### src/rtl/cap_pkg.sv
package cap_pkg;
  typedef enum logic [1:0] {
    ST_IDLE    = 2'b00,
    ST_CAPTURE = 2'b01,
    ST_CHECK   = 2'b11,
    ST_DONE    = 2'b10
  } cap_state_t;
endpackage

### src/rtl/sync_chain.sv
module sync_chain #(
  parameter int W      = 8,
  parameter int STAGES = 2
) (
  input  logic         clk,
  input  logic         rst,
  input  logic [W-1:0] d,
  output logic [W-1:0] q_prev,
  output logic [W-1:0] q_last
);
  logic [W-1:0] stg [STAGES];

  always_ff @(posedge clk) begin
    if (rst) begin
      for (int i = 0; i < STAGES; i++) stg[i] <= '0;
    end else begin
      stg[0] <= d;
      for (int i = 1; i < STAGES; i++) stg[i] <= stg[i-1];
    end
  end

  assign q_prev = stg[STAGES-2];
  assign q_last = stg[STAGES-1];
endmodule

### src/rtl/parity_capture.sv
module parity_capture #(
  parameter int W = 8
) (
  input  logic         clk,
  input  logic         rst,
  input  logic         load,
  input  logic [W-1:0] word_in,
  input  logic [W-1:0] par_src,
  output logic [W-1:0] cap_word,
  output logic         par_ok
);
  localparam int REG_W = W + 1;

  logic [REG_W-1:0] cap_reg;

  always_ff @(posedge clk) begin
    if (rst)       cap_reg <= '0;
    else if (load) cap_reg <= {^par_src, word_in};
  end

  assign cap_word = cap_reg[W-1:0];
  assign par_ok   = ((^cap_reg[W-1:0]) == cap_reg[W]);
endmodule

### src/rtl/cap_ctrl.sv
module cap_ctrl
  import cap_pkg::*;
#(
  parameter int W         = 8,
  parameter int MAX_TRIES = 3,
  parameter int CNT_W     = 8
) (
  input  logic             clk,
  input  logic             rst,
  input  logic             start,
  input  logic             par_ok,
  input  logic [W-1:0]     cap_word,
  output logic             load,
  output logic             out_valid,
  output logic [W-1:0]     out_data,
  output logic             give_up,
  output logic [CNT_W-1:0] mism_count
);
  localparam int TRY_W = $clog2(MAX_TRIES + 1);
  localparam logic [TRY_W-1:0] TRY_LIMIT = TRY_W'(MAX_TRIES);
  localparam logic [CNT_W-1:0] CNT_MAX   = '1;

  cap_state_t       state;
  logic [TRY_W-1:0] tries;

  assign load = (state == ST_CAPTURE);

  always_ff @(posedge clk) begin
    if (rst) begin
      state      <= ST_IDLE;
      tries      <= '0;
      out_valid  <= 1'b0;
      out_data   <= '0;
      give_up    <= 1'b0;
      mism_count <= '0;
    end else begin
      out_valid <= 1'b0;
      unique case (state)
        ST_IDLE: begin
          if (start) begin
            state <= ST_CAPTURE;
            tries <= '0;
          end
        end
        ST_CAPTURE: begin
          tries <= tries + 1'b1;
          state <= ST_CHECK;
        end
        ST_CHECK: begin
          if (par_ok) begin
            out_data  <= cap_word;
            out_valid <= 1'b1;
            state     <= ST_DONE;
          end else begin
            if (mism_count != CNT_MAX) mism_count <= mism_count + 1'b1;
            if (tries >= TRY_LIMIT) begin
              give_up <= 1'b1;
              state   <= ST_DONE;
            end else begin
              state <= ST_CAPTURE;
            end
          end
        end
        ST_DONE: state <= ST_IDLE;
        default: state <= ST_IDLE;
      endcase
    end
  end

  // one state bit flips per transition
  a_r8_gray_step: assert property (@(posedge clk) disable iff (rst)
    $countones(state ^ $past(state)) <= 1);

  // valid lasts a single cycle
  a_r4_single_pulse: assert property (@(posedge clk) disable iff (rst)
    out_valid |=> !out_valid);

  // attempt count never passes the limit; give_up is sticky
  a_r6_try_bound: assert property (@(posedge clk) disable iff (rst)
    tries <= TRY_LIMIT);
  a_r6_sticky: assert property (@(posedge clk) disable iff (rst)
    $past(give_up) |-> give_up);
  a_r6_no_valid_on_abort: assert property (@(posedge clk) disable iff (rst)
    $rose(give_up) |-> !out_valid);

  // output word moves only with a valid pulse
  a_r7_hold: assert property (@(posedge clk) disable iff (rst)
    (out_data != $past(out_data)) |-> out_valid);
endmodule

### src/rtl/parity_retry_capture.sv
module parity_retry_capture #(
  parameter int DATA_W      = 8,
  parameter int SYNC_STAGES = 2,
  parameter int MAX_TRIES   = 3,
  parameter int CNT_W       = 8
) (
  input  logic              clk,
  input  logic              rst,
  input  logic [DATA_W-1:0] async_word,
  input  logic              async_strobe,
  output logic              word_valid,
  output logic [DATA_W-1:0] word_out,
  output logic              give_up,
  output logic [CNT_W-1:0]  mismatch_count
);
  localparam int STB_STAGES = SYNC_STAGES + 1;

  logic [DATA_W-1:0] w_prev, w_last, cap_word;
  logic              s_prev, s_last, start, load, par_ok;

  sync_chain #(.W(DATA_W), .STAGES(SYNC_STAGES)) u_wsync (
    .clk(clk), .rst(rst), .d(async_word), .q_prev(w_prev), .q_last(w_last)
  );

  sync_chain #(.W(1), .STAGES(STB_STAGES)) u_ssync (
    .clk(clk), .rst(rst), .d(async_strobe), .q_prev(s_prev), .q_last(s_last)
  );

  assign start = s_prev & ~s_last;

  parity_capture #(.W(DATA_W)) u_cap (
    .clk(clk), .rst(rst), .load(load), .word_in(w_last), .par_src(w_prev),
    .cap_word(cap_word), .par_ok(par_ok)
  );

  cap_ctrl #(.W(DATA_W), .MAX_TRIES(MAX_TRIES), .CNT_W(CNT_W)) u_ctrl (
    .clk(clk), .rst(rst), .start(start), .par_ok(par_ok), .cap_word(cap_word),
    .load(load), .out_valid(word_valid), .out_data(word_out),
    .give_up(give_up), .mism_count(mismatch_count)
  );

  // an accepted word always carries matching even parity at the output
  a_r3_accept_needs_match: assert property (@(posedge clk) disable iff (rst)
    word_valid |-> $past(par_ok));
endmodule

### config.mk
export PLATFORM = sky130hd
export DESIGN_NAME = parity_retry_capture
export DESIGN_NICKNAME = d
export VERILOG_FILES = /design/src/rtl/cap_pkg.sv /design/src/rtl/sync_chain.sv /design/src/rtl/parity_capture.sv /design/src/rtl/cap_ctrl.sv /design/src/rtl/parity_retry_capture.sv
export SDC_FILE = /design/constraint.sdc
export NUM_CORES = 1
export LEC_CHECK = 0
export BUFFER_PORTS_ARGS = -buffer_cell sky130_fd_sc_hd__buf_2
export CAP_MARGIN = 20
export CORE_MARGIN = 4
export CORE_UTILIZATION = 25
export DETAILED_ROUTE_END_ITERATION = 10
export PLACE_DENSITY = 0.43
export SETUP_SLACK_MARGIN = 0.1
export SLEW_MARGIN = 20
export SYNTH_ARGS = -nofsm -noshare
export SYNTH_HDL_FRONTEND = slang
export SYNTH_SLANG_ARGS = --single-unit
export TNS_END_PERCENT = 20
### constraint.sdc
create_clock -name clk -period 3.3 [get_ports clk]
set_input_delay 0.99 -clock clk [delete_from_list [all_inputs] [get_ports clk]]
set_output_delay 0.99 -clock clk [all_outputs]
set_load 0.01 [all_outputs]
==> impl_metrics.csv <==
group,metric,value,unit
run_status,status,"completed",
global_route,busiest_layer,"met2",
clock_tree,clock_latency,0.30,ns
setup_path,worstPathCellList,"xor2_1, xnor3_2, xor2_1, buf_4, nor3b_1, mux2_2",
setup_path,crit_buf_inv,1,
global_route,grtUsageMet3,2.605,%
floorplan,start_util,25.96,%
cells_and_area,diodes,0,
synthesis,synth_cell_type_count,35,
floorplan,die_w,95.25,um
global_route,grt_pass1_vias,1381,
worst_hold_path,min_path_type,"flop to flop",
synthesis,ys.flop_type,"dfxtp_1",
cells_and_area,drive_gt1_share,17.73,%
route,drt_iter0_drc,45,
sta,rsz0062_at_grt,"false",
setup_path,cp_top_family,"XOR/XNOR gates",
setup_path,slowest_stage,"xnor3_2",
floorplan,core_area,7331,um2
global_route,grt_max_degree,52,
cells_and_area,fin_nets,233,
clock_tree,cts_tree,"done",
setup_path,cp.required,3.49,ns
synthesis,synth_fp_nets,205,
synthesis,ys_ff_latch,50,
sta,max_slew_margin,41.71,%
sta,tns,0,ns
setup_path,crit_path_start_kind,"flop",
clock_tree,clkSinkCount,50,
clock_tree,clk_pin_slew,0.09,ns
pwr,vdd_drop_max,0.1703,mV
setup_path,reg2reg_from,"u_cap.cap_reg[4]$_SDFFE_PP0P_",
worst_hold_path,min_from,"u_wsync.stg[1][4]$_SDFF_PP0_",
sta,hold_violations,0,
placed_design,port_buffers,28,
clock_tree,htreeDepth,2,
cells_and_area,post-route-util,30.38,%
route,routed-via-count,1334,
sta,worst_slew_pin_slew,0.8744,ns
clock_tree,cts_hold_buffers,0,
global_route,grt_overflow_total,0,
floorplan,die_h,95.25,um
synthesis,postSynthAreaPerCell,9.912,um2
synthesis,netlist.area_leader.share,52.60,%
floorplan,die_area,9073,um2
global_route,grt_antenna_before_repair,0,
sta,fin_crit_sh,68.57,%
route,first_pass_iters,3,
setup_path,startpoint,"u_cap.cap_reg[4]$_SDFFE_PP0P_",
synthesis,synth_seq_area_share,52.60,%
global_route,grt_pass1_wl,6.272,mm
cells_and_area,final_common_cell,"dfxtp_1",
cells_and_area,area_delta_synth_final,17.03,%
pwr,p_per_area,466.9,nW/um2
setup_path,end_kind,"flop",
placed_design,gp_routability_congestion,0.7099,
setup_path,worstSetupPathType,"flop to flop",
clock_tree,cts.path.max_buffers,2,
synthesis,syn_area,1903,um2
sta,slew_violations,0,
clock_tree,cts_buffers,5,
route,drt_wl_total,3.480,mm
setup_path,cp_max_fo,16,
clock_tree,post-cts-setup-buffers,0,
floorplan,rows,31,
placed_design,hpwl,2.410,mm
synthesis,synthArstFlopShare,0,%
route,viasPerCell,4.182,
synthesis,synth-edff-count,0,
clock_tree,cts_root_buf,"clkbuf_8",
pwr,p_leak,0.9030,nW
sta,fmax,441.9,MHz
synthesis,yosys_warnings,0,
job,cap_viol_max_count,0,
sta,skew,0.01033,ns
setup_path,max_stage_delay,0.49,ns
sta,setup_viol,0,
clock_tree,post_cts_resized,0,
synthesis,synth.largest_area_cell,"dfxtp_1",
cells_and_area,final_cell_mix,"50 x dfxtp_1, 28 x buf_2, 25 x nand2_1",
cells_and_area,largest_register_ffs,16,
route,route.detailed.drc,0,
global_route,track_usage,8.791,%
sta,fin_crit,2.263,ns
global_route,grtUsageMet1,11.22,%
global_route,grt_use_met2,13.64,%
route,wire_per_inst,10.91,um
synthesis,syn_inst,192,
synthesis,synth.area.top_cells,"dfxtp_1 53%, nor2b_1 7.6%, mux2i_1 5.3%",
cells_and_area,fill_cells,785,
route,ant_nets,0,
setup_path,arrival,2.45,ns
floorplan,io_pins,29,
setup_path,worst_path_most_repeated_cell,"xor2_1",
## metrics by stage
step,cells,hold slack [ns],cell area (um2),setup slack (ns),power [W]
3_3_place_gp,312,0.4243,2143,0.9130,0.0007115
3_5_place_dp,312,0.4289,2143,0.9089,0.0007116
5_1_grt,319,0.4577,2227,0.8737,0.001094
6_report,319,0.4360,2227,1.037,0.001040
2_1_floorplan,192,0.4138,1903,1.350,0.0006919
4_1_cts,319,0.4385,2227,0.9856,0.001058
## logic make-up (layout without fill, tap and decap cells)
| logic type | after synthesis | count (layout) | synth area share, % |
|---|---|---|---|
| flops | 50 | 50 | 52.60 |
| buf+inv | 10 | 38 | 2.038 |
| mux | 12 | 12 | 7.035 |
| compound gates | 26 | 26 | 8.350 |
| xor+xnor | 13 | 13 | 7.561 |
| fa+ha+maj | 2 | 2 | 1.315 |
| simple gates | 79 | 79 | 21.11 |
## metal layers
| metal | up-vias | routed length, um | part of all wire [%] |
|---|---|---|---|
| met1 | 603 | 1723 | 50 |
| met3 | 4 | 149 | 4.3 |
| li1 | 706 | - | - |
| met2 | 21 | 1552 | 45 |
| met5 | - | 0 | 0 |
| met4 | 0 | 56 | 1.6 |
## path summary, 6_finish.rpt
path	cells past startpoint	end	slack, ns
hold reg to reg	2	u_cap.cap_reg[4]$_SDFFE_PP0P_	0.44
hold / removal	2	u_cap.cap_reg[4]$_SDFFE_PP0P_	0.44
setup / recovery	6	u_ctrl.mism_count[0]$_SDFFE_PP0P_	1.04
setup reg to reg	6	u_ctrl.mism_count[0]$_SDFFE_PP0P_	1.04
## cells in the mapped netlist (all sizes together) (2+ instances only)
cell type	instances
buf	2
nand4	2
ha	2
xor2	2
nor2b	23
nand3	2
o31ai	3
o21ai	4
nand2	25
or4	5
mux2i	11
a21oi	13
xnor2	9
nor2	16
clkbuf	6
dfxtp	50
inv	2
## area by class of cell
type | count | area, um2 | area share (%)
Clock inverter | 2 | 15.01 | 0.6742
Inverter | 2 | 7.507 | 0.3371
Tap cell | 99 | 123.9 | 5.562
Timing Repair Buffer | 29 | 147.6 | 6.629
Clock buffer | 5 | 68.82 | 3.090
Sequential cell | 50 | 1001 | 44.94
Multi-Input combinational cell | 132 | 863.3 | 38.76
## power breakdown
part	total (W)	internal, W	switching [W]
sequential	0.000625	0.000618	0.00000771
combinational	0.0000702	0.0000321	0.0000381
clock	0.000344	0.000145	0.000199
total	0.00104	0.000795	0.000245
## worst reg2reg max path, delay by kind of cell, from the launching register on
| kind | cells | cell delay [ns] |
|---|---|---|
| xor gates and xnor gates | 3 | 0.84 |
| DFF | 1 | 0.38 |
| and+or+nand+nor | 1 | 0.38 |
| muxes | 1 | 0.38 |
| buffers and inverters | 1 | 0.18 |
(Power assumes the default switching activity.)
